===== config.mk =====
export PLATFORM = sky130hd
export DESIGN_NAME = remote_reply_seq
export DESIGN_NICKNAME = d
export VERILOG_FILES = /design/src/rtl/rfs_pkg.sv /design/src/rtl/rfs_datapath.sv /design/src/rtl/rfs_control.sv /design/src/rtl/remote_reply_seq.sv
export SDC_FILE = /design/constraint.sdc
export NUM_CORES = 1
export LEC_CHECK = 0
export BUFFER_PORTS_ARGS = -buffer_cell sky130_fd_sc_hd__buf_2
export CAP_MARGIN = 20
export CELL_PAD_IN_SITES_DETAIL_PLACEMENT = 0
export CELL_PAD_IN_SITES_GLOBAL_PLACEMENT = 1
export CORE_AREA = 10 10 88 90
export DETAILED_ROUTE_END_ITERATION = 6
export DIE_AREA = 0 0 98 100
export HOLD_SLACK_MARGIN = 0.1
export PLACE_DENSITY = 0.85
export SKIP_CTS_REPAIR_TIMING = 1
export SYNTH_ARGS = -nofsm -noshare
export SYNTH_HDL_FRONTEND = slang
export SYNTH_SLANG_ARGS = --single-unit

===== constraint.sdc =====
create_clock -name clk -period 2.52 [get_ports clk]
set_input_delay 0.252 -clock clk [delete_from_list [all_inputs] [get_ports clk]]
set_output_delay 0.252 -clock clk [all_outputs]
set_load 0.02 [all_outputs]

===== src/rtl/rfs_pkg.sv =====
package rfs_pkg;
  localparam int unsigned ST_W = 2;
  localparam logic [ST_W-1:0] ST_WAIT_REMOTE = 2'b10;

  typedef enum logic [1:0] {PH_IDLE, PH_COPY, PH_UPD, PH_SCHED} phase_t;

  typedef struct packed {
    logic load;    // capture frame context at the strobe
    logic retire;  // current buffer updated, drop it from the pending set
  } seqCmd_t;
endpackage


===== src/rtl/rfs_datapath.sv =====
module rfs_datapath
  import rfs_pkg::*;
#(
  parameter int unsigned NUM_BUF = 15,
  parameter int unsigned IDX_W   = $clog2(NUM_BUF)
) (
  input  logic                    clk,
  input  logic                    rstN,
  input  seqCmd_t                 cmd,
  input  logic                    remoteFrame,
  input  logic [IDX_W-1:0]        rxBufIdx,
  input  logic [NUM_BUF-1:0]      txMatch,
  input  logic [ST_W*NUM_BUF-1:0] statusIn,
  output logic                    startAny,
  output logic                    pendAny,
  output logic                    pendOthers,
  output logic [IDX_W-1:0]        nextIdx,
  output logic [IDX_W-1:0]        firstIdx,
  output logic [IDX_W-1:0]        rxIdxQ
);
  logic [NUM_BUF-1:0] waitMask;
  logic [NUM_BUF-1:0] startMask;
  logic [NUM_BUF-1:0] pend;
  logic [NUM_BUF-1:0] pendClr;
  logic [IDX_W-1:0]   startLow;

  for (genvar g = 0; g < NUM_BUF; g++) begin : gWait
    assign waitMask[g] = (statusIn[ST_W*g +: ST_W] == ST_WAIT_REMOTE);
  end

  assign startMask = remoteFrame ? (txMatch & waitMask) : '0;
  assign startAny  = |startMask;
  assign pendAny   = |pend;

  function automatic logic [IDX_W-1:0] lowestSet(input logic [NUM_BUF-1:0] m);
    logic [IDX_W-1:0] r;
    r = '0;
    for (int i = NUM_BUF - 1; i >= 0; i--) begin
      if (m[i]) r = IDX_W'(i);
    end
    return r;
  endfunction

  assign startLow = lowestSet(startMask);
  assign nextIdx  = lowestSet(pend);

  always_comb begin
    pendClr          = pend;
    pendClr[nextIdx] = 1'b0;
  end
  assign pendOthers = |pendClr;

  always_ff @(posedge clk or negedge rstN) begin
    if (!rstN) begin
      pend     <= '0;
      firstIdx <= '0;
      rxIdxQ   <= '0;
    end else if (cmd.load) begin
      pend     <= startMask;
      firstIdx <= startLow;
      rxIdxQ   <= rxBufIdx;
    end else if (cmd.retire) begin
      pend     <= pendClr;
    end
  end
endmodule


===== src/rtl/rfs_control.sv =====
module rfs_control
  import rfs_pkg::*;
#(
  parameter int unsigned COPY_CYC  = 17,
  parameter int unsigned UPD_CYC   = 3,
  parameter int unsigned SCHED_CYC = 2
) (
  input  logic    clk,
  input  logic    rstN,
  input  logic    frameValid,
  input  logic    rxMatch,
  input  logic    startAny,
  input  logic    pendAny,
  input  logic    pendOthers,
  output seqCmd_t cmd,
  output logic    busy,
  output logic    overrun,
  output logic    copyActive,
  output logic    updEn,
  output logic    txReq
);
  localparam int unsigned CNT_W = $clog2(COPY_CYC + UPD_CYC + SCHED_CYC);
  localparam logic [CNT_W-1:0] COPY_LAST  = CNT_W'(COPY_CYC - 1);
  localparam logic [CNT_W-1:0] UPD_LAST   = CNT_W'(UPD_CYC - 1);
  localparam logic [CNT_W-1:0] SCHED_LAST = CNT_W'(SCHED_CYC - 1);

  phase_t           phase;
  logic [CNT_W-1:0] cnt;
  logic             lastCyc;

  always_comb begin
    case (phase)
      PH_COPY:  lastCyc = (cnt == COPY_LAST);
      PH_UPD:   lastCyc = (cnt == UPD_LAST);
      PH_SCHED: lastCyc = (cnt == SCHED_LAST);
      default:  lastCyc = 1'b0;
    endcase
  end

  assign busy       = (phase != PH_IDLE);
  assign copyActive = (phase == PH_COPY);
  assign updEn      = (phase == PH_UPD) && lastCyc;
  assign txReq      = (phase == PH_SCHED) && lastCyc;
  assign cmd.load   = (phase == PH_IDLE) && frameValid;
  assign cmd.retire = updEn;

  always_ff @(posedge clk or negedge rstN) begin
    if (!rstN) begin
      phase   <= PH_IDLE;
      cnt     <= '0;
      overrun <= 1'b0;
    end else begin
      overrun <= frameValid && busy;
      if (phase == PH_IDLE) begin
        cnt <= '0;
        if (frameValid) begin
          if (rxMatch)       phase <= PH_COPY;
          else if (startAny) phase <= PH_UPD;
        end
      end else if (lastCyc) begin
        cnt <= '0;
        case (phase)
          PH_COPY: phase <= pendAny ? PH_UPD : PH_IDLE;
          PH_UPD:  phase <= pendOthers ? PH_UPD : PH_SCHED;
          default: phase <= PH_IDLE;
        endcase
      end else begin
        cnt <= cnt + 1'b1;
      end
    end
  end
endmodule


===== src/rtl/remote_reply_seq.sv =====
module remote_reply_seq
  import rfs_pkg::*;
#(
  parameter int unsigned NUM_BUF   = 15,
  parameter int unsigned COPY_CYC  = 17,
  parameter int unsigned UPD_CYC   = 3,
  parameter int unsigned SCHED_CYC = 2,
  parameter int unsigned IDX_W     = $clog2(NUM_BUF)
) (
  input  logic                    clk,
  input  logic                    rstN,
  input  logic                    frameValid,
  input  logic                    remoteFrame,
  input  logic                    rxMatch,
  input  logic [IDX_W-1:0]        rxBufIdx,
  input  logic [NUM_BUF-1:0]      txMatch,
  input  logic [ST_W*NUM_BUF-1:0] statusIn,
  output logic                    busy,
  output logic                    overrun,
  output logic                    copyActive,
  output logic [IDX_W-1:0]        copyIdx,
  output logic                    updEn,
  output logic [IDX_W-1:0]        updIdx,
  output logic                    txReq,
  output logic [IDX_W-1:0]        txIdx
);
  seqCmd_t cmd;
  logic    startAny;
  logic    pendAny;
  logic    pendOthers;

  rfs_control #(
    .COPY_CYC (COPY_CYC),
    .UPD_CYC  (UPD_CYC),
    .SCHED_CYC(SCHED_CYC)
  ) uCtrl (
    .clk       (clk),
    .rstN      (rstN),
    .frameValid(frameValid),
    .rxMatch   (rxMatch),
    .startAny  (startAny),
    .pendAny   (pendAny),
    .pendOthers(pendOthers),
    .cmd       (cmd),
    .busy      (busy),
    .overrun   (overrun),
    .copyActive(copyActive),
    .updEn     (updEn),
    .txReq     (txReq)
  );

  rfs_datapath #(
    .NUM_BUF(NUM_BUF),
    .IDX_W  (IDX_W)
  ) uData (
    .clk        (clk),
    .rstN       (rstN),
    .cmd        (cmd),
    .remoteFrame(remoteFrame),
    .rxBufIdx   (rxBufIdx),
    .txMatch    (txMatch),
    .statusIn   (statusIn),
    .startAny   (startAny),
    .pendAny    (pendAny),
    .pendOthers (pendOthers),
    .nextIdx    (updIdx),
    .firstIdx   (txIdx),
    .rxIdxQ     (copyIdx)
  );
endmodule


# Word-level counts from Yosys, hierarchy flattened
# Cells that the tools add are included.
# W data, S select, Z words.
op_classes:
  n_div: 0
  n_reduce_logical: 13
  n_eq_ne: 23
  magnitude_cmp: 2
  mux: 46
  shifts: 0
  n_bitwise: 3
  mul: 0
  add_sub_neg: 1
ops:
  columns: ["cell", "n"]
  rows:
  - ["$mux W4", 30]
  - ["$mux W15", 3]
  - ["$reduce_or A15 Y1", 3]
  - ["$eq A2 B2 Y1 const B", 17]
  - ["$and A15 B15 Y15", 2]
  - ["$not A15 Y15", 1]
  - ["$mux W2", 6]
  - ["$mux W5", 2]
  - ["$reduce_bool A2 Y1", 3]
  - ["$add A5 B1 Y5 const B", 1]
  - ["$eq A5 B1 Y1 const B", 1]
  - ["$eq A5 B2 Y1 const B", 1]
  - ["$eq A5 B5 Y1 const B", 1]
  - ["$logic_and A1 B1 Y1", 5]
  - ["$lt A4 B5 Y1 const B", 1]
  - ["$demux W1 S4", 1]
  - ["$ge A4 B1 Y1 const B", 1]
  - ["$pmux W2 S2", 1]
  - ["$ne A3 B3 Y1 const B", 1]
  - ["$pmux W1 S3", 1]
  - ["$reduce_and A3 Y1", 1]
  - ["$eq A2 B1 Y1 const B", 1]
  - ["$logic_not A2 Y1", 1]
  - ["$mux W1", 2]
  - ["$ne A2 B2 Y1 const B", 1]
word_totals:
  mem_bits_rw: 0
  wordCells: 94
  n_memories: 0
  latchBits: 0
  regBits: 31
  out_inout_bits: 17
  rom_bits: 0

# Longest topological paths before layout
depth:
  word_depth: 26
  depth_mapped: 10

# Modules after synthesis
# From an unflattened synthesis, not the netlist that was laid out.
hier_totals:
  hier_cells: 242
  area_unflattened_um2: 2173.3
by_module_without_submodules:
  columns: ["module", "cells_per_inst", "area_each_um2", "instances"]
  rows:
  - ["rfs_datapath", 191, 1670.4, 1]
  - ["rfs_control", 51, 503.0, 1]

# Least setup slack after synthesis
# Ideal clock, no wire load.
synth_timing:
  path_type: "register to register"
  start: "register uCtrl.phase[0]"
  end: "register uData.pend[7]"
  setup_time_ns: 0.136
  required_ns: 2.384
  arrival_ns: 2.261
  path_stages_with_launch: 11
  synth_period_minus_slack_ns: 2.397
  setup_slack_ns: 0.123
  cell_sequence: "dfrtp_1 inv_1 ha_1 xor2_1 or4_1 nor3_2 nand2_1 inv_1 nand2_1 o311ai_1 o21ai_0"
synth_between:
  elab_chain_len: 4
  elab_cells_between_ends: 9
  cone_classes: "eq/ne (3); mux (2); reduce/logical (4)"
synth_lines:
  columns: ["item", "line", "source"]
  rows:
  - ["start: declaration", "rfs_control.sv:27", "phase_t phase;"]
  - ["start signal: assignment", "rfs_control.sv:63", "PH_COPY: phase <= pendAny ? PH_UPD : PH_IDLE;"]
  - ["start signal: assignment", "rfs_control.sv:64", "PH_UPD: phase <= pendOthers ? PH_UPD : PH_SCHED;"]
  - ["$eq A2 B2 Y1 (tied with other cells)", "rfs_control.sv:32", "case (phase)"]
  - ["$pmux W1 S3", "rfs_control.sv:32", null]
  - ["$logic_and A1 B1 Y1 *", "rfs_control.sv:42", "assign updEn = (phase == PH_UPD) && lastCyc;"]
  - ["via updEn", "remote_reply_seq.sv:22", "output logic updEn,"]
  - ["$reduce_bool A2 Y1 (no source line) *", null, null]
  - ["end signal: assignment", "rfs_datapath.sv:59", "pend <= startMask;"]
  - ["end signal: assignment", "rfs_datapath.sv:63", "pend <= pendClr;"]
  - ["end: declaration", "rfs_datapath.sv:23", "logic [NUM_BUF-1:0] pend;"]
# The timed path passes the listed nets; every way through them passes the cells marked *.
# A chain may end at the register's enable or synchronous reset.

# Final worst setup path
layout_timing:
  start: "register uCtrl.phase[0]"
  end: "output port txReq"
layout_between:
  elab_chain_len: 3
  elab_cells_between_ends: 5
  cone_classes: "eq/ne (3); mux (1); reduce/logical (1)"
layout_lines:
  columns: ["item", "line", "source"]
  rows:
  - ["$eq A2 B2 Y1 (tied with other cells)", "rfs_control.sv:32, rfs_control.sv:43", null]
  - ["$pmux W1 S3", "rfs_control.sv:32", null]
  - ["$logic_and A1 B1 Y1 *", "rfs_control.sv:43", "assign txReq = (phase == PH_SCHED) && lastCyc;"]
  - ["end: declaration", "remote_reply_seq.sv:24", "output logic txReq,"]
# Every way passes the cells marked *; elsewhere a longest branch is shown, timed or not.

==> results.txt <==
Status: complete, no violations
Pre-CTS WS: 141.7 ps
Final hold vios: 0
Cells along the critical path: inv_1, ha_2, xor2_1, or4_4, nor3_4, buf_4, and2_1, buf_2
CTS sink cnt: 31
Total number of vias: 2155
Gr usage total: 12.05%
Area after DPL: 2535 µm²
Initial antenna violation count: 0
RSZ-0062 raised after global routing: false
H-tree depth: 2
Largest net degree at the start of global routing: 32
Initial core utilization: 35.01%
Avg WL per Cell: 14.85 µm
Post-route setup slack: 142.4 ps
Synthesis-stage register bit count: 31
# IOs: 71
Highest-delay cell along the critical path: or4_4
Layout cells sized above 1: 29.97%
Die Height: 100 µm
Hold crit path type: in -> reg
Clock-pin slew on the worst setup and hold paths: 60 ps
Crit start category: register
Type of the worst setup path: reg -> out
Seq/Total Area, Yosys: 36.13%
Final Cycle Share: 94.35%
Worst skew pair latency: 290 ps
Area of the mapped netlist: 2147 µm²
Combined area of the multi-input logic cells: 1250 µm²
Nets: 386
ANT cells: 0
Mapped Cells: 253
Initial DRT Pass Iterations: 4
Synth area leaders: dfrtp_1 (36%), o21ai_0 (8.2%), nand2_1 (6.1%)
Vias per cell: 5.334
Worst Path Max Fanout: 4
Filler Cells Inserted: 624
Area leader, netlist: dfrtp_1
Area of the core: 6132 µm²
Root Driver: clkbuf_8
Pwr/cell area: 1150 nW/µm²
Fin cells: 404
Util after Layout: 43.46%
Slowest cell delay on critical path: 440 ps
Crit. End Element: primary output
Distinct cells, synth: 53
Leak: 1.271 nW
Tmin final: 2378 ps
Total wire length: 5.999 mm
Slew of the pin with the lowest slew margin: 783.8 ps
Rel. slew slack: 47.62%
CP top delay family: simple AND/OR/NAND/NOR gates
Worst-case register-to-register setup slack: 270 ps
Synthesized Nets: 313
First DRT Iteration DRCs: 132
Number of port buffers: 70
Setup-failing EPs final: 0
WP data arrival: 2130 ps
Chip width: 98 µm
Num CTS Buffers: 5
Seq. cell area: 775.7 µm²
Core Rows: 29
Max-Cap Viols: 0
Detail Route Antenna Nets: 0
Post-route cell area: 2665 µm²
Placed cells: 394
Yosys warns: 0
Commonest register cell after synthesis: dfrtp_1
Top cell type's share of synthesized area: 36.13%
Max Slew Vio Count: 0
GRT overflow: 0
Final Power: 3.064 mW
Die ar.: 9800 µm²
Post-DP HPWL: 4.914 mm
TritonCTS clock tree: built
EDFF count, synth: 0
Syn_area_per_cell: 8.486 µm²
Longest Clk Path Bufs: 2
CP required: 2270 ps
Fin Clk Skew: 8.675 ps
Async S/R FF share, synth: 100.0%
First-pass GRT wire length: 10.09 mm
Worst path bufs/invs: 3
Max Freq: 420.6 MHz
Area growth, synth to finish: 24.13%
Worst vdd ir: 0.0003675 V
Residual DRC: 0
Placer Congestion: 0.9106
Number of global-route vias before repair: 2239
==> area by class of cell <==
cell class                 instances  share of cell area (%)
timing repair buffer              77                   15.21
tap                               77                   3.615
inverter                          10                   1.408
multi-input combinational        201                   46.90
clock buffer                       8                   3.756
sequential                        31                   29.11
==> state kept, by name, indices dropped and copies added (netlist names) <==
name            count
uCtrl.cnt           5
uData.pend         15
uData.rxIdxQ        4
uCtrl.overrun       1
uData.firstIdx      4
uCtrl.phase         2
==> per-layer routing <==
metal | track usage (%) | wire length, µm
met4 | 5.593 | 141
met1 | 14.20 | 2736
met2 | 20.25 | 2811
met3 | 2.816 | 310
met5 | 0 | 0
==> worst register-to-register path, stage by stage, from the launching register on <==
cell      delay, ps
dfrtp_1         380
inv_1           100
ha_2            220
xor2_1          140
or4_4           440
nor3_4          150
nand2_1          90
inv_1           110
nand2_1         110
o311ai_1        260
o21ai_0         120
==> power by group <==
group	internal [mW]	switching (mW)	total (mW)
Sequential	0.658	0.181	0.839
Clock	0.249	0.177	0.426
Combinational	0.678	1.12	1.80
==> kinds of logic after synthesis <==
kind of cell / count (synthesis) / share of synthesized area [%]
AND/OR/NAND/NOR: 115 / 30.36
AO/OA/AOI/OAI: 74 / 21.33
flip-flops: 31 / 36.13
buffers and inverters: 21 / 6.235
XOR/XNOR: 6 / 2.448
adder cells (fa/ha/maj): 6 / 3.496
==> per-stage QoR <==
step | hold slack (ps) | TNS (ps)
2_1_floorplan | -43.59 | 0
3_3_place_gp | 333.2 | 0
3_5_place_dp | 336.2 | 0
4_1_cts | 31.42 | -10.54
5_1_grt | 175.3 | 0
6_report | 158.4 | 0
==> cell usage after synthesis (3+ instances only) <==
master and count:
nand3_1 10, o21ai_0 35, inv_1 10, dfrtp_1 31, or2_2 3, a21boi_0 3
nor4_1 5, nand2_1 35, clkbuf_1 5, nand4b_1 8, nor3b_1 3, o311ai_0 3
a21oi_1 12, and4b_1 8, ha_1 6, xor2_1 4, o211ai_1 5, nor2_1 21
==> path summary, 6_finish.rpt <==
| path | from | end | cells after the start |
|---|---|---|---|
| worst min-delay path | rxBufIdx[1] | uData.rxIdxQ[1]$_DFFE_PN0P_ | 3 |
| worst max register to register | uCtrl.phase[0]$_DFFE_PN0P_ | uData.pend[7]$_DFFE_PN0P_ | 10 |
| min in group asynchronous | rstN | uData.pend[1]$_DFFE_PN0P_ | 2 |
| max in group asynchronous | rstN | uCtrl.overrun$_DFF_PN0_ | 2 |
| worst max-delay path | uCtrl.phase[0]$_DFFE_PN0P_ | txReq | 8 |
| worst min register to register | uData.rxIdxQ[0]$_DFFE_PN0P_ | uData.rxIdxQ[0]$_DFFE_PN0P_ | 2 |
==> cells in the final DEF (no fill, tap or decap), types with 3 or more instances in the layout <==
cell / n
buf_2: 70
nand2_1: 35
o21ai_0: 35
dfrtp_1: 31
nor2_1: 21
a21oi_1: 12
inv_1: 10
nand3_1: 10
and4b_1: 8
nand4b_1: 8
clkbuf_8: 7
buf_4: 6
nor4_1: 5
o211ai_1: 5
ha_1: 5
xor2_1: 4
nor3b_1: 3
o311ai_0: 3
or2_2: 3
a21boi_0: 3
(Power assumes the default switching activity.)
